### config.mk
export PLATFORM = sky130hd
export DESIGN_NAME = emphy_ctrl_bank
export DESIGN_NICKNAME = d
export VERILOG_FILES = /design/src/rtl/emphy_regs_pkg.sv /design/src/rtl/emphy_addr_decode.sv /design/src/rtl/emphy_masked_reg.sv /design/src/rtl/emphy_status_sync.sv /design/src/rtl/emphy_ctrl_bank.sv
export SDC_FILE = /design/constraint.sdc
export NUM_CORES = 1
export LEC_CHECK = 0
export BUFFER_PORTS_ARGS = -buffer_cell sky130_fd_sc_hd__buf_2
export CAP_MARGIN = 30
export CORE_MARGIN = 3
export CORE_UTILIZATION = 32
export CTS_BUF_LIST = sky130_fd_sc_hd__clkbuf_4
export CTS_CLUSTER_SIZE = 12
export DETAILED_ROUTE_END_ITERATION = 10
export PLACE_DENSITY = 0.54
export SYNTH_ARGS = -nofsm -noshare
export SYNTH_HDL_FRONTEND = slang
export SYNTH_SLANG_ARGS = --single-unit
### constraint.sdc
create_clock -name clk -period 5.72 [get_ports clk]
set_clock_uncertainty 0.1 [all_clocks]
set_input_delay 1.144 -clock clk [delete_from_list [all_inputs] [get_ports clk]]
set_output_delay 1.144 -clock clk [all_outputs]
set_load 0.02 [all_outputs]
### src/rtl/emphy_regs_pkg.sv
package emphy_regs_pkg;
  localparam int REG_HALF   = 16;
  localparam int REG_DATA_W = 2 * REG_HALF;

  // register holding power and drive controls, and the one holding DLL timing
  localparam int PWR_IDX    = 6;
  localparam int TIMING_IDX = 0;

  // field placement inside the power register
  localparam int PDB_BIT    = 0;
  localparam int DLLEN_BIT  = 1;
  localparam int DRV_LSB    = 4;
  localparam int DRV_W      = 3;

  // field placement inside the timing register
  localparam int OTSEL_LSB  = 7;
  localparam int OTSEL_W    = 4;
  localparam int OTEN_BIT   = 11;
  localparam int FREQ_LSB   = 12;
  localparam int FREQ_W     = 2;

  // status word bits
  localparam int RDY_BIT    = 5;
  localparam int CAL_BIT    = 6;
  localparam int FLAG_W     = 2;

  typedef enum logic [2:0] {
    DRV_50_OHM  = 3'd0,
    DRV_33_OHM  = 3'd1,
    DRV_66_OHM  = 3'd2,
    DRV_100_OHM = 3'd3,
    DRV_40_OHM  = 3'd4
  } drive_code_e;

  typedef enum logic [1:0] {
    FREQ_200M = 2'd0,
    FREQ_50M  = 2'd1,
    FREQ_100M = 2'd2,
    FREQ_150M = 2'd3
  } freq_code_e;

  function automatic logic [REG_HALF-1:0] low_half(input logic [REG_DATA_W-1:0] w);
    return w[REG_HALF-1:0];
  endfunction

  function automatic logic [REG_HALF-1:0] high_half(input logic [REG_DATA_W-1:0] w);
    return w[REG_DATA_W-1:REG_HALF];
  endfunction

  function automatic logic [REG_DATA_W-1:0] status_word(input logic cal, input logic rdy);
    logic [REG_DATA_W-1:0] s;
    s = '0;
    s[CAL_BIT] = cal;
    s[RDY_BIT] = rdy;
    return s;
  endfunction
endpackage

### src/rtl/emphy_addr_decode.sv
module emphy_addr_decode #(
  parameter int ADDR_W        = 8,
  parameter int NUM_CTRL      = 7,
  parameter int STATUS_OFFSET = 32
) (
  input  logic                bus_en,
  input  logic                bus_we,
  input  logic [ADDR_W-1:0]   bus_addr,
  output logic [NUM_CTRL-1:0] wr_hit,
  output logic [NUM_CTRL-1:0] rd_sel,
  output logic                status_sel,
  output logic                any_hit
);
  localparam int STRIDE = 4;

  function automatic logic [NUM_CTRL-1:0] ctrl_match(input logic [ADDR_W-1:0] a);
    logic [NUM_CTRL-1:0] m;
    for (int i = 0; i < NUM_CTRL; i++) begin
      m[i] = (a == ADDR_W'(STRIDE * i));
    end
    return m;
  endfunction

  function automatic logic status_match(input logic [ADDR_W-1:0] a);
    return a == ADDR_W'(STATUS_OFFSET);
  endfunction

  logic [NUM_CTRL-1:0] ctrl_m;
  logic                stat_m;
  logic                rd_cyc;
  logic                wr_cyc;

  assign ctrl_m     = ctrl_match(bus_addr);
  assign stat_m     = status_match(bus_addr);
  assign wr_cyc     = bus_en & bus_we;
  assign rd_cyc     = bus_en & ~bus_we;
  assign wr_hit     = wr_cyc ? ctrl_m : '0;
  assign rd_sel     = rd_cyc ? ctrl_m : '0;
  assign status_sel = rd_cyc & stat_m;
  assign any_hit    = (|ctrl_m) | stat_m;
endmodule

### src/rtl/emphy_masked_reg.sv
module emphy_masked_reg #(
  parameter int               WIDTH     = 16,
  parameter logic [WIDTH-1:0] RESET_VAL = '0
) (
  input  logic             clk,
  input  logic             rst_n,
  input  logic             wr_en,
  input  logic [WIDTH-1:0] wr_val,
  input  logic [WIDTH-1:0] wr_mask,
  output logic [WIDTH-1:0] q
);
  function automatic logic [WIDTH-1:0] merge_bits(
    input logic [WIDTH-1:0] old_v,
    input logic [WIDTH-1:0] new_v,
    input logic [WIDTH-1:0] en_v
  );
    return (old_v & ~en_v) | (new_v & en_v);
  endfunction

  logic [WIDTH-1:0] q_r;

  always_ff @(posedge clk or negedge rst_n) begin
    if (!rst_n) begin
      q_r <= RESET_VAL;
    end else if (wr_en) begin
      q_r <= merge_bits(q_r, wr_val, wr_mask);
    end
  end

  assign q = q_r;

  // enabled bits take the written value
  assert_masked_set_R2: assert property (@(posedge clk) disable iff (!rst_n)
    wr_en |=> ((q & $past(wr_mask)) == ($past(wr_val) & $past(wr_mask))));

  // bits without an enable keep their value
  assert_masked_keep_R2: assert property (@(posedge clk) disable iff (!rst_n)
    wr_en |=> ((q & ~$past(wr_mask)) == ($past(q) & ~$past(wr_mask))));

  // no write strobe, no change
  assert_no_strobe_hold_R8: assert property (@(posedge clk) disable iff (!rst_n)
    !wr_en |=> $stable(q));
endmodule

### src/rtl/emphy_status_sync.sv
module emphy_status_sync #(
  parameter int WIDTH  = 2,
  parameter int STAGES = 2
) (
  input  logic             clk,
  input  logic             rst_n,
  input  logic [WIDTH-1:0] d,
  output logic [WIDTH-1:0] q
);
  generate
    if (STAGES == 0) begin : g_direct
      assign q = d;
    end else begin : g_chain
      logic [WIDTH-1:0] stage_r [STAGES];
      always_ff @(posedge clk or negedge rst_n) begin
        if (!rst_n) begin
          for (int i = 0; i < STAGES; i++) stage_r[i] <= '0;
        end else begin
          stage_r[0] <= d;
          for (int i = 1; i < STAGES; i++) stage_r[i] <= stage_r[i-1];
        end
      end
      assign q = stage_r[STAGES-1];
    end
  endgenerate
endmodule

### src/rtl/emphy_ctrl_bank.sv
module emphy_ctrl_bank
  import emphy_regs_pkg::*;
#(
  parameter int ADDR_W        = 8,
  parameter int NUM_CTRL      = 7,
  parameter int STATUS_OFFSET = 32,
  parameter int SYNC_STAGES   = 2
) (
  input  logic                  clk,
  input  logic                  rst_n,
  input  logic                  bus_en,
  input  logic                  bus_we,
  input  logic [ADDR_W-1:0]     bus_addr,
  input  logic [REG_DATA_W-1:0] bus_wdata,
  output logic [REG_DATA_W-1:0] bus_rdata,
  input  logic                  cal_done_i,
  input  logic                  dll_ready_i,
  output logic                  phy_pwr_on,
  output logic                  phy_dll_en,
  output logic [DRV_W-1:0]      phy_drive,
  output logic [FREQ_W-1:0]     phy_freq_sel,
  output logic                  phy_otap_en,
  output logic [OTSEL_W-1:0]    phy_otap_sel
);
  logic [NUM_CTRL-1:0] wr_hit;
  logic [NUM_CTRL-1:0] rd_sel;
  logic                status_sel;
  logic                any_hit;
  logic [REG_HALF-1:0] ctrl_q [NUM_CTRL];
  logic [REG_HALF-1:0] wr_val;
  logic [REG_HALF-1:0] wr_mask;
  logic [FLAG_W-1:0]   flags_sync;
  logic [REG_DATA_W-1:0] rdata_c;

  assign wr_val  = low_half(bus_wdata);
  assign wr_mask = high_half(bus_wdata);

  emphy_addr_decode #(
    .ADDR_W(ADDR_W), .NUM_CTRL(NUM_CTRL), .STATUS_OFFSET(STATUS_OFFSET)
  ) u_decode (
    .bus_en(bus_en), .bus_we(bus_we), .bus_addr(bus_addr),
    .wr_hit(wr_hit), .rd_sel(rd_sel), .status_sel(status_sel), .any_hit(any_hit)
  );

  generate
    for (genvar i = 0; i < NUM_CTRL; i++) begin : g_reg
      emphy_masked_reg #(.WIDTH(REG_HALF), .RESET_VAL('0)) u_reg (
        .clk(clk), .rst_n(rst_n), .wr_en(wr_hit[i]),
        .wr_val(wr_val), .wr_mask(wr_mask), .q(ctrl_q[i])
      );
    end
  endgenerate

  emphy_status_sync #(.WIDTH(FLAG_W), .STAGES(SYNC_STAGES)) u_sync (
    .clk(clk), .rst_n(rst_n), .d({cal_done_i, dll_ready_i}), .q(flags_sync)
  );

  always_comb begin
    rdata_c = '0;
    for (int i = 0; i < NUM_CTRL; i++) begin
      if (rd_sel[i]) rdata_c = {{REG_HALF{1'b0}}, ctrl_q[i]};
    end
    if (status_sel) rdata_c = status_word(flags_sync[1], flags_sync[0]);
  end

  assign bus_rdata = rdata_c;

  assign phy_pwr_on   = ctrl_q[PWR_IDX][PDB_BIT];
  assign phy_dll_en   = ctrl_q[PWR_IDX][DLLEN_BIT];
  assign phy_drive    = ctrl_q[PWR_IDX][DRV_LSB +: DRV_W];
  assign phy_freq_sel = ctrl_q[TIMING_IDX][FREQ_LSB +: FREQ_W];
  assign phy_otap_en  = ctrl_q[TIMING_IDX][OTEN_BIT];
  assign phy_otap_sel = ctrl_q[TIMING_IDX][OTSEL_LSB +: OTSEL_W];

  assert_single_target_R4: assert property (@(posedge clk) disable iff (!rst_n)
    $onehot0(wr_hit));

  assert_upper_zero_R3: assert property (@(posedge clk) disable iff (!rst_n)
    (|rd_sel) |-> (bus_rdata[REG_DATA_W-1:REG_HALF] == '0));

  assert_undecoded_read_zero_R8: assert property (@(posedge clk) disable iff (!rst_n)
    (bus_en && !bus_we && !any_hit) |-> (bus_rdata == '0));

  assert_status_bits_only_R7: assert property (@(posedge clk) disable iff (!rst_n)
    status_sel |-> ((bus_rdata & ~status_word(1'b1, 1'b1)) == '0));

  assert_idle_outputs_stable_R9: assert property (@(posedge clk) disable iff (!rst_n)
    !bus_en |=> ($stable(phy_pwr_on) && $stable(phy_dll_en) && $stable(phy_drive) &&
                 $stable(phy_freq_sel) && $stable(phy_otap_en) && $stable(phy_otap_sel)));
endmodule

==> Word level (Yosys, flattened, before mapping) <==
Index checks and enable logic that the tools add are counted.
{ "totals": {"wordCells": 47, "output_inout_bits": 44, "latchBits": 0, "ff_bits": 116, "mem_bits_ro": 0, "inputBits": 46, "mem_bits_rw": 0, "n_memories": 0} }
{ "classes": {"shift": 0, "n_eq_ne": 7, "mul": 0, "n_bitwise": 20, "div_mod_pow": 0, "order_cmp": 0, "n_addsub": 0, "n_reduce_logical": 1, "muxes": 10} }
{ "ops": {"columns": ["op", "count"], "rows": [
  ["32-bit 2-to-1 mux", 7],
  ["16-bit AND", 8],
  ["16-bit bitwise OR", 7],
  ["8-bit by 5-bit equality test with 1-bit output (second input constant)", 3],
  ["8-bit by 4-bit equality test with 1-bit output (second input constant)", 2],
  ["16-bit 2-to-1 mux", 1],
  ["16-bit NOT", 1],
  ["7-bit 2-to-1 mux", 2],
  ["8-bit by 3-bit equality test with 1-bit output (second input constant)", 1],
  ["8-bit by 6-bit equality test with 1-bit output (second input constant)", 1],
  ["8-bit logical NOT", 1],
  ["1-bit AND", 3],
  ["1-bit NOT", 1]
]} }

==> Logic depth before layout (Yosys ltp) <==
{ "depth": {"word_depth": 11, "ltp_mapped": 8, "depth_no_buf": 5} }

==> By module <==
From an unflattened synthesis, not the netlist that was laid out.
{ "hier_totals": {"hier_cells": 528, "area_unflattened_um2": 6352.3} }
{ "by_module_without_submodules": {"columns": ["mod", "cells_per_inst", "seq_area_each_um2", "area_each_um2", "n_inst"], "rows": [
  ["emphy_masked_reg", 50, 400.4, 700.7, 7],
  ["emphy_ctrl_bank", 141, 0.0, 1108.6, 1],
  ["emphy_addr_decode", 31, 0.0, 224.0, 1],
  ["emphy_status_sync", 6, 100.1, 115.1, 1]
]} }

==> Least setup slack after synthesis <==
No wires, ideal clock.
{ "synth_timing": {"path_type": "input port to output port", "from": "input bus_addr[7]", "to": "output bus_rdata[0]", "path_stages": 6, "n_path_buf": 1, "slack_ps": 1583, "arrival_time_ps": 2893, "required_time_ps": 4476, "cell_sequence": "or4b_4 -> nor3_4 -> and2_4 -> buf_6 -> a22oi_1 -> a211oi_1"} }
{ "synth_via": {"elab_chain_len": 10, "word_cells_on_any_way": 18, "cone_classes": "eq/ne: 7; mux: 9; bitwise: 1; reduce/logical: 1"} }
{ "synth_lines": {"columns": ["element", "line_no", "rtl"], "rows": [
  ["start, declared", "emphy_ctrl_bank.sv:13", "input logic [ADDR_W-1:0] bus_addr,"],
  ["8-bit logical NOT", "emphy_addr_decode.sv:19", "m[i] = (a == ADDR_W'(STRIDE * i));"],
  ["7-bit 2-to-1 mux", "emphy_addr_decode.sv:38", "assign rd_sel = rd_cyc ? ctrl_m : '0;"],
  ["16-bit 2-to-1 mux", "emphy_ctrl_bank.sv:61", "if (rd_sel[i]) rdata_c = {{REG_HALF{1'b0}}, ctrl_q[i]};"],
  ["32-bit 2-to-1 mux (6 in series)", "emphy_ctrl_bank.sv:61", null],
  ["32-bit 2-to-1 mux *", "emphy_ctrl_bank.sv:63", "if (status_sel) rdata_c = status_word(flags_sync[1], flags_sync[0]);"],
  ["end, declared", "emphy_ctrl_bank.sv:15", "output logic [REG_DATA_W-1:0] bus_rdata,"]
]} }
Every way passes the cells marked *; elsewhere a longest branch is shown, timed or not.

==> Worst setup path after layout <==
{ "layout_timing": {"from": "input bus_addr[7]", "to": "output bus_rdata[11]"} }
Same word-level chain as after synthesis.

==> out/summary.md <==
## Synthesis
* **number of synthesized register bits** 116
* **number of enable flip-flop cells after synthesis** 0
* **most frequently used cell type in the post-synthesis netlist** dfrtp_1
* **number of distinct standard cells referenced by the synthesized netlist** 43
* **xor/xnor cell area share of the yosys netlist** 0%
* **top cell type's share of synthesized area** 45.6%
* **Synth Area in Adders** 0%
* **post-synthesis mux area share** 25.9%
* **cell type with the highest aggregate area in the netlist** dfrtp_1
* **biggest area contributors in the synthesized netlist** dfrtp_1 46%, mux2_2 17%, nand2_1 6.0%, mux4_2 5.0%, buf_4 3.4%
* **count of mapped cells out of synthesis** 560
* **largest family of logic cells by synthesized area** multiplexers
* **compound-gate portion of the synthesized area** 9.63%
* **proportion of synthesized flip-flops having asynchronous set or reset** 100%
* **Synth Flop Type** dfrtp_1
* **post-synthesis simple-gate area fraction** 10.7%
* **netlist area before placement** 6360 sq um
* **sequential-to-total area share from yosys stat** 45.6%
* **leading cell types by count after synthesis** 116 x dfrtp_1, 102 x nand2_1, 98 x mux2_2, 29 x buf_4, 23 x buf_2
* **Yosys warning total** 0
* **syn_area_per_cell** 11.4 sq um

## Power
* **power density over the cells** 218 nW/um^2
* **Leak** 3.27 nW
* **Peak VDD IR** 0.000109 V

## STA
* **highest attainable clock frequency** 219 MHz
* **share of the clock period used by the worst path** 79.7%
* **number of endpoints with negative hold slack in the final report** 0
* **relative max-transition margin** 35.9%
* **final number of max-transition violations** 0
* **final-report setup violation count** 0
* **Fin Setup TNS** 0 ns
* **setup repair after global routing missed its margin** no
* **minimum period implied by the final worst setup slack** 4.56 ns
* **measured slew at the worst slew-check pin** 0.961 ns

## Critical path
* **Worst setup EP type** primary output
* **data arrival time of the worst path** 3.32 ns
* **cells on worst reg2reg path** 3
* **required time at the endpoint of the critical path** 4.48 ns
* **Startpoint Class** input port
* **worst-case register-to-register setup slack** 4.77 ns
* **Max Fanout on Critical Path** 30
* **start point of the critical path** bus_addr[7]
* **Setup CP Type** in2out

## Drt
* **total wire length** 15.7 mm
* **average vias per placed instance** 4.99
* **via count of the routed design** 4,378
* **first-iteration detailed-routing DRC count** 262
* **drt wl/cell** 17.9 microns
* **TritonRoute pass-1 iters** 5
* **post-detailed-route count of antenna-violating nets** 0
* **Residual DRC** 0

## GRT
* **largest net degree at the start of global routing** 68
* **Overflow after GRT** 0
* **first-pass GRT wire length** 25.3 mm
* **number of global-route vias before repair** 4,516
* **Total GRT Usage** 15.0%
* **initial antenna violation count** 1

## Run
* **number of violations of the max-capacitance limit** 0

## CTS
* **count of cells resized by post-cts repair** 0
* **TritonCTS clock tree** yes
* **clock latency at the later pin of the worst-skew pair** 0.53 ns
* **Clock Tree Buf Depth** 2
* **htree depth** 4
* **clock transition time at the flip-flop clock pins of the worst setup and hold paths** 0.09 ns
* **CTS hold repair buffers** 0
* **number of clock sinks** 116
* **cell at the root of the clock tree** clkbuf_4
* **CTS buffer count** 17
* **buffer count from post-CTS setup fixing** 0

## Min path
* **path class of the lowest-slack min-delay path** reg2reg
* **cell depth of the worst hold path** 0
* **start point of the worst min-delay path** u_sync.g_chain.stage_r[3]
* **hold-critical path endpoint** u_sync.q[1]

## Placement
* **final weighted congestion in routability-driven placement** 0.761
* **PortBufs** 73
* **HPWL after DPL** 10.4 mm

## Outcome
* **outcome** finished, final reports clean

## Floorplanning
* **Die X** 147 microns
* **Die Footprint** 21,600 sq um
* **height of the die** 147 microns
* **standard cell core area** 19,100 sq um
* **FP Rows** 50
* **starting density of the core** 33.2%
* **number of top-level pins** 90

## Finish
* **number of nets at the end of the flow** 652
* **Filler cells** 1,939
* **Seq. cell area** 2900 sq um
* **final cell utilization of the core** 36.5%
* **area growth from synthesis to final layout** 9.77%
* **area used by multi-input combinational logic** 3010 sq um
* **proportion of layout cells with a drive suffix above 1** 41.7%

[report_power, final]
group / total, mW / internal, mW / switching (mW) / leakage (nW)
Combinational: 0.138 / 0.0486 / 0.0894 / 1.59
Clock: 0.546 / 0.258 / 0.288 / 0.138
Sequential: 0.841 / 0.834 / 0.00715 / 1.54
[worst max path at each step]
stage	endpoint	slack [ns]	depth (start not counted)
final	bus_rdata[11]	1.16	7
after global routing	bus_rdata[8]	1.09	6
after CTS	bus_rdata[13]	1.18	7
after detailed placement	bus_rdata[13]	1.20	7
after global placement	bus_rdata[11]	1.18	7
after floorplan	bus_rdata[0]	1.58	6
[final cells by class]
class | count | share of cell area (%)
clock buffer | 20 | 2.15
inverter | 14 | 0.752
tap | 260 | 4.66
multi-input combinational | 374 | 43.0
timing repair buffer | 83 | 6.55
antenna | 1 | 0.0358
sequential | 116 | 41.5
clock inverter | 9 | 1.29
[through the flow]
stage / cell area [sq um] / power (mW) / cells / hold WS [ns] / setup WS, ns
finish: 6990 / 1.52 / 877 / 0.260 / 1.16
global route: 6980 / 1.61 / 876 / 0.273 / 1.09
CTS: 6980 / 1.55 / 876 / 0.268 / 1.18
detailed placement: 6740 / 0.996 / 847 / 0.245 / 1.20
global placement: 6710 / 0.993 / 845 / 0.238 / 1.18
floorplan: 6420 / 0.949 / 575 / 0.231 / 1.58
[kinds of logic (layout without fill, tap and decap cells)]
kind of cell,after synthesis,count (layout)
and+or+nand+nor,136,136
muxes,130,130
DFF,116,116
AOI/OAI and AO/OA,92,92
buffers and inverters,85,126
other,1,17
[critical path, cell delays in order]
cell      delay (ns)
buf_2           0.10
or4b_4          0.59
nor3_4          0.25
and2_4          0.44
a22oi_1         0.16
a211oi_1        0.36
buf_2           0.25
[layout by cell type (no fill, tap or decap), types with 2 or more instances in the layout]
cell type and n:
clkinv_1 4, buf_2 72, a31o_2 14, nor2b_1 3, a211oi_1 16, buf_8 2, nand2b_1 2, mux2_1 6
o21a_1 2, o21ai_0 14, buf_4 9, nand3b_1 4, nor3_4 2, mux4_2 14, dfrtp_1 116, bufinv_16 2
clkbuf_4 20, inv_1 14, conb_1 16, mux2i_1 4, mux2_4 8, a22oi_1 14, nor3_1 5, mux2_2 98
o22ai_1 16, clkinv_2 3, a21oi_1 16, nand2_2 2, nand2_1 102
[layer usage]
layer  track usage (%)  vias to the layer above  wire length, microns
met4              5.59                        2                   259
li1                  -                     2040                     -
met3              3.33                       20                   984
met1              20.0                     2188                  6930
met5                 0                        -                    13
met2              24.0                      128                  7510
Power figures use the tool's default switching activity.
